<file path="src/rtl/lrs_pkg.sv">
`timescale 1ns/1ps
package lrs_pkg;
  localparam logic [7:0] RATE_CODE_SLOW = 8'h06;
  localparam logic [7:0] RATE_CODE_FAST = 8'h0A;

  typedef enum logic {ST_IDLE, ST_SCAN} lrs_state_t;

  // strobes from control to datapath
  typedef struct packed {
    logic load;
    logic advance;
    logic finish;
  } lrs_ctrl_t;

  // per-cycle verdict on the entry under examination
  typedef struct packed {
    logic hit;
    logic capStop;
    logic lastEntry;
  } lrs_stat_t;
endpackage

</file>
<file path="src/rtl/lrs_ctrl.sv">
`timescale 1ns/1ps
module lrs_ctrl
  import lrs_pkg::*;
(
  input  logic      clk,
  input  logic      rst_n,
  input  logic      start,
  input  lrs_stat_t stat,
  output lrs_ctrl_t strobes
);
  lrs_state_t stateQ, stateD;

  always_comb begin
    strobes = '0;
    stateD  = stateQ;
    case (stateQ)
      ST_IDLE: begin
        if (start) begin
          strobes.load = 1'b1;
          stateD       = ST_SCAN;
        end
      end
      ST_SCAN: begin
        if (stat.hit || stat.capStop || stat.lastEntry) begin
          strobes.finish = 1'b1;
          stateD         = ST_IDLE;
        end else begin
          strobes.advance = 1'b1;
        end
      end
      default: stateD = ST_IDLE;
    endcase
  end

  always_ff @(posedge clk or negedge rst_n) begin
    if (!rst_n) stateQ <= ST_IDLE;
    else        stateQ <= stateD;
  end

  // a start during a scan must not reload the search
  p_busy_no_reload_r9: assert property (@(posedge clk) disable iff (!rst_n)
    (stateQ == ST_SCAN) |-> !strobes.load);

  // finishing always returns control to idle
  p_finish_to_idle_r8: assert property (@(posedge clk) disable iff (!rst_n)
    strobes.finish |=> (stateQ == ST_IDLE));
endmodule

</file>
<file path="src/rtl/lrs_datapath.sv">
`timescale 1ns/1ps
module lrs_datapath
  import lrs_pkg::*;
#(
  parameter int PIX_W         = 32,
  parameter int LANE_STEPS    = 3,
  parameter int CAP_FIELD_W   = 5,
  parameter int BASE_SLOW_KHZ = 54000,
  parameter int BASE_FAST_KHZ = 90000,
  parameter int LINK_SLOW_KHZ = 162000,
  parameter int LINK_FAST_KHZ = 270000
) (
  input  logic                  clk,
  input  logic                  rst_n,
  input  lrs_ctrl_t             strobes,
  input  logic [7:0]            rateCode,
  input  logic [7:0]            laneCapByte,
  input  logic [PIX_W-1:0]      pixelClkKhz,
  output lrs_stat_t             stat,
  output logic [LANE_STEPS-1:0] laneCount,
  output logic [PIX_W-1:0]      linkClkKhz,
  output logic                  modeValid,
  output logic                  done
);
  localparam int NUM_ENTRIES = 2 * LANE_STEPS;
  localparam int IDX_W       = $clog2(NUM_ENTRIES);
  localparam int MAX_LANES   = 1 << (LANE_STEPS - 1);
  localparam logic [7:0] CAP_MASK = 8'((1 << CAP_FIELD_W) - 1);

  // capacity ladder, interleaved by rate, computed per entry
  logic [PIX_W-1:0] capTab [NUM_ENTRIES];
  for (genvar g = 0; g < NUM_ENTRIES; g++) begin : g_cap
    localparam int BASE = (g % 2) ? BASE_FAST_KHZ : BASE_SLOW_KHZ;
    assign capTab[g] = PIX_W'(BASE * (1 << (g / 2)));
  end

  logic [IDX_W-1:0]      idxQ;
  logic                  fastQ;
  logic [7:0]            capQ;
  logic [PIX_W-1:0]      pixQ;
  logic [LANE_STEPS-1:0] lanesQ;
  logic [PIX_W-1:0]      linkQ;
  logic                  validQ;
  logic                  doneQ;

  logic [LANE_STEPS-1:0] curLanes;
  logic                  capLimited;
  logic [IDX_W-1:0]      stepSize;

  always_comb begin
    curLanes   = LANE_STEPS'(1) << (idxQ >> 1);
    capLimited = (capQ != 8'd0) && ((capQ & (capQ - 8'd1)) == 8'd0) &&
                 (int'(capQ) < MAX_LANES);
    stat.capStop   = capLimited && (int'(curLanes) > int'(capQ));
    stat.hit       = capTab[idxQ] > pixQ;
    stat.lastEntry = fastQ ? (idxQ == IDX_W'(NUM_ENTRIES - 1))
                           : (idxQ == IDX_W'(NUM_ENTRIES - 2));
    stepSize   = fastQ ? IDX_W'(1) : IDX_W'(2);
  end

  always_ff @(posedge clk or negedge rst_n) begin
    if (!rst_n) begin
      idxQ   <= '0;
      fastQ  <= 1'b0;
      capQ   <= '0;
      pixQ   <= '0;
      lanesQ <= '0;
      linkQ  <= '0;
      validQ <= 1'b0;
      doneQ  <= 1'b0;
    end else begin
      doneQ <= strobes.finish;
      if (strobes.load) begin
        idxQ  <= '0;
        fastQ <= (rateCode == RATE_CODE_FAST);
        capQ  <= laneCapByte & CAP_MASK;
        pixQ  <= pixelClkKhz;
      end else if (strobes.advance) begin
        idxQ <= idxQ + stepSize;
      end
      if (strobes.finish) begin
        if (stat.hit && !stat.capStop) begin
          lanesQ <= curLanes;
          linkQ  <= idxQ[0] ? PIX_W'(LINK_FAST_KHZ) : PIX_W'(LINK_SLOW_KHZ);
          validQ <= 1'b1;
        end else begin
          lanesQ <= '0;
          linkQ  <= '0;
          validQ <= 1'b0;
        end
      end
    end
  end

  assign laneCount  = lanesQ;
  assign linkClkKhz = linkQ;
  assign modeValid  = validQ;
  assign done       = doneQ;

  // completion is a single-cycle pulse
  p_done_pulse_r8: assert property (@(posedge clk) disable iff (!rst_n)
    done |=> !done);

  // results only move with a finish
  p_hold_results_r9: assert property (@(posedge clk) disable iff (!rst_n)
    !strobes.finish |=> ($stable(laneCount) && $stable(linkClkKhz) && $stable(modeValid)));

  // captured inputs stay put during a scan
  p_capture_stable_r10: assert property (@(posedge clk) disable iff (!rst_n)
    !strobes.load |=> ($stable(pixQ) && $stable(capQ) && $stable(fastQ)));

  // valid tracks a nonzero lane count
  p_valid_lanes_r7: assert property (@(posedge clk) disable iff (!rst_n)
    modeValid == (laneCount != '0));

  // lane count is a legal value, paired with a legal clock
  p_lanes_legal_r2: assert property (@(posedge clk) disable iff (!rst_n)
    $onehot0(laneCount));
  p_zero_pair_r6: assert property (@(posedge clk) disable iff (!rst_n)
    (laneCount == '0) |-> (linkClkKhz == '0));

  // a slow sink never receives the fast link clock
  p_slow_clock_r3: assert property (@(posedge clk) disable iff (!rst_n)
    (done && !fastQ) |-> (linkClkKhz != PIX_W'(LINK_FAST_KHZ)));

  // a selection never exceeds a limiting lane cap
  p_cap_respected_r5: assert property (@(posedge clk) disable iff (!rst_n)
    (done && capLimited) |-> (int'(laneCount) <= int'(capQ)));
endmodule

</file>
<file path="src/rtl/lrs_link_select.sv">
`timescale 1ns/1ps
module lrs_link_select
  import lrs_pkg::*;
#(
  parameter int PIX_W      = 32,
  parameter int LANE_STEPS = 3
) (
  input  logic                  clk,
  input  logic                  rst_n,
  input  logic                  start,
  input  logic [7:0]            rateCode,
  input  logic [7:0]            laneCapByte,
  input  logic [PIX_W-1:0]      pixelClkKhz,
  output logic [LANE_STEPS-1:0] laneCount,
  output logic [PIX_W-1:0]      linkClkKhz,
  output logic                  modeValid,
  output logic                  done
);
  lrs_ctrl_t strobes;
  lrs_stat_t stat;

  lrs_ctrl u_ctrl (
    .clk     (clk),
    .rst_n   (rst_n),
    .start   (start),
    .stat    (stat),
    .strobes (strobes)
  );

  lrs_datapath #(
    .PIX_W      (PIX_W),
    .LANE_STEPS (LANE_STEPS)
  ) u_dp (
    .clk         (clk),
    .rst_n       (rst_n),
    .strobes     (strobes),
    .rateCode    (rateCode),
    .laneCapByte (laneCapByte),
    .pixelClkKhz (pixelClkKhz),
    .stat        (stat),
    .laneCount   (laneCount),
    .linkClkKhz  (linkClkKhz),
    .modeValid   (modeValid),
    .done        (done)
  );
endmodule

</file>
<file path="config.mk">
export PLATFORM = sky130hd
export DESIGN_NAME = lrs_link_select
export DESIGN_NICKNAME = d
export VERILOG_FILES = /design/src/rtl/lrs_pkg.sv /design/src/rtl/lrs_ctrl.sv /design/src/rtl/lrs_datapath.sv /design/src/rtl/lrs_link_select.sv
export SDC_FILE = /design/constraint.sdc
export NUM_CORES = 1
export LEC_CHECK = 0
export ABC_AREA = 1
export BUFFER_PORTS_ARGS = -buffer_cell sky130_fd_sc_hd__buf_2
export CORE_MARGIN = 2
export CORE_UTILIZATION = 52
export CTS_BUF_LIST = sky130_fd_sc_hd__clkbuf_4 sky130_fd_sc_hd__clkbuf_8 sky130_fd_sc_hd__clkbuf_16
export DETAILED_ROUTE_END_ITERATION = 12
export HOLD_SLACK_MARGIN = 0.08
export PLACE_DENSITY = 0.83
export SKIP_LAST_GASP = 1
export SLEW_MARGIN = 20
export SYNTH_ARGS = -nofsm -noshare
export SYNTH_HDL_FRONTEND = slang
export SYNTH_SLANG_ARGS = --single-unit
</file>
<file path="constraint.sdc">
create_clock -name clk -period 3.05 [get_ports clk]
set_input_delay 0.4575 -clock clk [delete_from_list [all_inputs] [get_ports clk]]
set_output_delay 0.4575 -clock clk [all_outputs]
set_load 0.02 [all_outputs]
</file>
### After elaboration in Yosys (flattened, before gate mapping)

Memory sizes are Yosys's and may differ from the RTL's.
Cells that the tools add are included.

| word-level totals | value |
|---|---|
| bits in registers | 79 |
| ROM bits | 256 |
| input port bits | 51 |
| output and inout port bits | 37 |
| logic and storage cells | 49 |
| memories kept | 1 |

Memories:

| memory | words | bits a word | read ports | clocked after memory_dff | wr ports | line | text |
|---|---|---|---|---|---|---|---|
| (no name shown) | 8 | 32 | 1 | 0 | 0 | lrs_datapath.sv:55 | `stat.hit = capTab[idxQ] > pixQ;` |

| operators by class | value |
|---|---|
| $add $sub $neg | 2 |
| magnitude comparators | 4 |
| equality and inequality tests | 3 |
| shift operators | 1 |
| muxes and demuxes | 16 |
| bitwise gates (word level) | 3 |
| reduce and logical (&&, ||, !) cells | 10 |

Operator list:

| cell | count |
|---|---|
| two-way mux 32 bit | 3 |
| greater-than comparator 32 bit | 1 |
| two-way mux 19 bit | 1 |
| two-way mux 3 bit | 3 |
| bitwise AND 5 x 8 -> 8 bit | 1 |
| equality test 8 x 4 -> 1 bit, second input constant | 1 |
| logical NOT 8 bit | 1 |
| nonzero test 8 bit | 1 |
| equality test 3 bit, second input constant | 2 |
| two-way mux 1 bit | 6 |
| subtractor 5 x 1 -> 6 bit, second input constant | 1 |
| greater-than comparator 3 x 5 -> 1 bit | 1 |
| < comparator 5 x 3 -> 1 bit, second input constant | 1 |
| >= comparator 4 bit, second input constant | 1 |
| logical AND 1 bit | 4 |
| two-way mux 2 bit | 2 |
| inverter 3 -> 4 bit | 1 |
| adder 3 bit | 1 |
| << shifter 1 x 2 -> 3 bit, first input constant | 1 |
| logical OR 1 bit | 2 |
| case mux 1 bit (2 select lines) | 1 |
| nonzero test 2 bit | 1 |
| logical NOT 1 bit | 1 |
| inverter 1 bit | 1 |

### Depth between registers and ports, before layout

| logic depth | value |
|---|---|
| depth after elaboration | 12 |
| depth in mapped cells | 19 |
| depth with buffers taken out | 19 |

### Cells and area by module

A second synthesis with hierarchy kept.

| second synthesis, totals | value |
|---|---|
| cells, all modules | 367 |
| area, all modules | 2,942.8 µm² |

By module, submodules not included:

| module | times used | cells an instance | area an instance (µm²) | sequential area each (µm²) |
|---|---|---|---|---|
| lrs_datapath | 1 | 357 | 2,874.0 | 1,201.2 |
| lrs_ctrl | 1 | 10 | 68.8 | 25.0 |

### Least setup slack after synthesis

OpenSTA, ideal clock, no wires.

| timing path | value |
|---|---|
| path kind | register to register |
| start | register u_dp.idxQ[0] |
| end | register u_dp.linkQ[12] (netlist: u_dp.linkClkKhz[12]) |
| library setup time | 0.118 ns |
| arrival time | 2.131 ns |
| data required time | 2.932 ns |
| path slack | 0.801 ns |
| stages on the path, launching flop included | 14 |
| path buffers | 0 |
| period minus slack after synthesis | 2.249 ns |
| cell sequence | dfrtp_1 inv_1 ha_1 or2_2 ha_1 nand4_1 nor2_4 nand2_1 nand3_2 nand2_4 nand2_4 nand2_4 nand2_1 nand2_1 |

| on the way | value |
|---|---|
| cells in the longest elaborated chain, start to end | 9 |
| elaborated cells on any way between the ends | 14 |
| those cells by class | order compare: 1; eq/ne: 2; mux: 6; bitwise: 1; reduce/logical: 3; memory: 1 |

RTL lines:

| what | line | text |
|---|---|---|
| from (decl) | lrs_datapath.sv:37 | `logic [IDX_W-1:0] idxQ;` |
| from (signal assigned) | lrs_datapath.sv:79 | `idxQ <= idxQ + stepSize;` |
| inverter 3 -> 4 bit (not written as such) | lrs_datapath.sv:55 |  |
| memory read (8 x 32 bit) | n/a |  |
| two-way mux 32 bit (not written as such) (2 in a row) | lrs_datapath.sv:55 |  |
| greater-than comparator 32 bit | lrs_datapath.sv:55 |  |
| logical OR 1 bit (2 in a row) | lrs_ctrl.sv:24 | `if (stat.hit \|\| stat.capStop \|\| stat.lastEntry) begin` |
| two-way mux 1 bit | lrs_ctrl.sv:24 |  |
| two-way mux 2 bit | lrs_ctrl.sv:16 | `case (stateQ)` |
| to (signal assigned) | lrs_datapath.sv:84 | `linkQ <= idxQ[0] ? PIX_W'(LINK_FAST_KHZ) : PIX_W'(LINK_SLOW_KHZ);` |
| to (decl) | lrs_datapath.sv:42 | `logic [PIX_W-1:0] linkQ;` |

Several ways; a longest one is shown, not always the timed one. The select of a mux whose other input is x is not followed.
A chain may end at the register's enable or synchronous reset.

### Final worst setup path

| timing path | value |
|---|---|
| start | register u_dp.idxQ[0] |
| end | register u_dp.idxQ[0] |

| on the way | value |
|---|---|
| cells in the longest elaborated chain, start to end | 10 |
| elaborated cells on any way between the ends | 16 |
| those cells by class | add/sub: 1; order compare: 1; eq/ne: 2; mux: 7; bitwise: 1; reduce/logical: 3; memory: 1 |

RTL lines:

| what | line |
|---|---|
| inverter 3 -> 4 bit (not written as such) | lrs_datapath.sv:55 |
| memory read (8 x 32 bit) | n/a |
| two-way mux 32 bit (not written as such) (2 in a row) | lrs_datapath.sv:55 |
| greater-than comparator 32 bit | lrs_datapath.sv:55 |
| logical OR 1 bit (2 in a row) | lrs_ctrl.sv:24 |
| two-way mux 1 bit | lrs_ctrl.sv:24 |
| two-way mux 2 bit | lrs_ctrl.sv:16 |
| nonzero test 2 bit (no line) | n/a |

Several ways; a longest one is shown, not always the timed one. The select of a mux whose other input is x is not followed.

==> run summary <==
largest net degree at the start of global routing: 50
remaining number of nets flagged by the antenna check after routing: 0
sinks on the clock net: 49
internal power contribution: 0.000836 W
share of post-route cells with drive strength above 1: 27.3%
DPL Wire Length: 3.99 mm
pre-CTS worst setup slack: 0.559 ns
DIE AREA: 6280 um2
fraction of power spent switching nets: 24.3%
hold buffer count at CTS: 0
worst-case setup margin in the final layout: 0.515 ns
classification of the worst setup path: reg -> reg
number of buffers inserted by post-CTS setup repair: 0
latest clock arrival within the worst-skew pair: 0.31 ns
Synth Area in Simple Gates: 19.9%
total I/O pin count: 88
number of pins exceeding their max-slew limit in the final report: 0
buffer type at the clock tree root: clkbuf_8
share of total power in the clock network: 35.5%
worst stage delay on the critical path: 0.53 ns
Max-Slew Margin vs Limit: 43.8%
capture instance of the worst register-to-register path: u_dp.idxQ[0]$_DFFE_PN0P_
Synth top area share: 41.7%
number of DRC violations after detailed routing: 0
Setup Total Neg Slack: 0 ns
Cell Area, Synth: 2940 um2
transition time at the pin with the least slew margin: 0.840 ns
1st-pass router iterations: 6
Hold Worst Slack: 0.157 ns
commonest non-fill, non-tap cell in the layout: buf_2
clock period minus worst slack: 2.54 ns
# port buffers: 64
FMAX: 394 MHz
reg2reg setup slack: 0.51 ns
share of the synthesized netlist area taken by xor and xnor gates: 0.595%
number of antenna violations at the first check in global routing: 0
class of the tightest hold or removal check: in -> async
cell family with most CP delay: simple AND/OR/NAND/NOR gates
Critical Path Source: u_dp.idxQ[0]$_DFFE_PN0P_
result of the run: completed
Die W: 79.2 um
total via count in the routed design: 2188
distinct cell type count after synthesis: 33
clock buffer count from CTS: 5
data required time of the critical path: 3.25 ns
net switching power: 0.000268 W
core outline area: 5470 um2
largest family of logic cells by synthesized area: simple AND/OR/NAND/NOR gates
number of instances resized during post-cts repair: 0
share of synthesized area occupied by flip-flops and latches: 41.7%
final setup vio count: 0
Global Route Usage Sum: 18.3%
Crit Path Max Fanout: 9
sequential fraction of design power: 58.8%
logic depth of the worst register-to-register path: 11
worst reg2reg startpoint: u_dp.idxQ[0]$_DFFE_PN0P_
Max Clock Skew: 0.00856 ns
Final Routed Wirelength: 5.11 mm
top library cells by usage in the layout, fill and taps aside: buf_2, nand2_1, dfrtp_1, inv_1, nor2_1
end point of the critical path: u_dp.idxQ[0]$_DFFE_PN0P_
final hold violation count: 0
die boundary height: 79.2 um
critical path depth in cells: 11
clock slew seen by the registers of the worst setup and hold paths: 0.09 ns
static leakage: 1.92 nW
total number of yosys warnings: 0
startpoint class of the critical path: flip-flop
syn_area_per_cell: 8.92 um2
cell accounting for the most synthesized area: dfrtp_1
starting density of the core: 53.8%
data arrival time of the critical path: 2.73 ns
wire length of the first global-routing pass: 9.03 mm
Wirelength per Cell: 11.2 um
number of inserted diodes: 0
series of cell instances along the critical path: inv_1 > ha_1 > or2_2 > ha_1 > nand4_1 > nor2_4 > nand3_2 > nand2_4 > nand3_2 > nand3_1 > nand2_1
portion of netlist area occupied by mux cells: 5.36%
peak ir drop on the vdd network: 0.251 mV
fin crit share: 83.1%
DP Area: 3160 um2
adder-cell share of the synthesized area: 10.9%
Iteration-0 DRC Markers: 74
power density over cell area: 339 nW/um2
cell at the slowest stage of the critical path: dfrtp_1
number of nets in the finished design: 459
compound-cell area share of the yosys netlist: 6.80%
Seq cells post-synth: 49
via count of the first global-routing pass: 2128
buffers from clock root to sink, at most: 2
clock tree from TritonCTS: built
RSZ-0062 raised after global routing: no
fraction of power consumed by combinational cells: 5.7%
Worst Path Buf+Inv: 1
layout-stage area growth over the synthesis result: 10.6%
# H-tree levels: 2
summed area of non-filler cells in the final layout: 3260 um2
largest cells by area after synthesis: dfrtp_1, ha_1, buf_4
total overflow reported by the global router: 0
count of mapped cells out of synthesis: 330
number of core rows: 27
via density per instance: 4.80
crit end category: flip-flop
reported max-cap violation count: 0
gp weighted congestion: 0.803
==> cells in the mapped netlist (all sizes together) <==
cell    count
a21oi      32
and3        1
buf        38
clkinv      1
conb        1
dfrtp      49
fa          1
ha         24
inv        41
mux2       14
nand2      57
nand3      15
nand4       6
nor2       38
nor3        3
nor4        1
o21a        1
o21ai       1
o21bai      1
o41ai       1
or2         1
or4         1
xnor2       1
xor2        1
==> final cells by class <==
type / count / area, um2
clock buffer: 5 / 68.8
clock inverter: 3 / 25.0
tap: 72 / 90.1
inverter: 42 / 158
sequential: 49 / 1230
multi-input combinational: 220 / 1360
fill: 497 / 2220
timing repair buffer: 65 / 330
==> power groups by stage <==
stage	combinational, W	clock, W	sequential, W
after floorplan	0.0000416	0	0.000662
after global placement	0.0000630	0	0.000662
after detailed placement	0.0000637	0	0.000662
after CTS	0.0000639	0.000407	0.000649
after global routing	0.0000709	0.000429	0.000649
final	0.0000630	0.000392	0.000649
==> per-layer routing <==
metal,track usage (%),share of wire [%],vias to the layer above
li1,-,-,1115
met1,22.9,45,999
met2,31.4,47,69
met3,3.64,6.6,5
met4,6.72,1.3,0
met5,0,0,-
==> cell families (layout without fill, tap and decap cells) <==
family | after synthesis | after routing
fa+ha+maj | 25 | 25
compound gates | 36 | 36
other cells | 1 | 20
flops | 49 | 49
mux | 14 | 14
xor+xnor | 2 | 2
simple gates | 123 | 123
buf+inv | 80 | 115
==> through the flow <==
step,power [W],std cells,util (%)
2_1_floorplan,0.000704,349,-
6_report,0.00110,456,59.5
3_3_place_gp,0.000725,448,57.7
3_5_place_dp,0.000726,448,57.7
4_1_cts,0.00112,456,59.4
5_1_grt,0.00115,456,59.5
==> flip-flops by register name (all words and copies together) (netlist names) <==
register,flops
u_dp.pixQ,32
u_dp.capQ,5
u_dp.idxQ,3
u_dp.laneCount,3
u_dp.linkClkKhz,3
u_ctrl.stateQ,1
u_dp.done,1
u_dp.fastQ,1
==> worst min-delay path by stage <==
stage,endpoint,cells past startpoint,slack (ns),startpoint
after floorplan,u_ctrl.stateQ$_DFF_PN0_,0,0.16,rst_n
after global placement,u_dp.laneCount[0]$_DFFE_PN0P_,2,0.46,u_dp.laneCount[0]$_DFFE_PN0P_
after detailed placement,u_dp.laneCount[1]$_DFFE_PN0P_,2,0.46,u_dp.laneCount[1]$_DFFE_PN0P_
after CTS,u_dp.fastQ$_DFFE_PN0P_,2,0.31,rateCode[0]
after global routing,u_dp.pixQ[23]$_DFFE_PN0P_,1,0.19,rst_n
final,u_dp.pixQ[15]$_DFFE_PN0P_,1,0.16,rst_n
(Power assumes the default switching activity.)
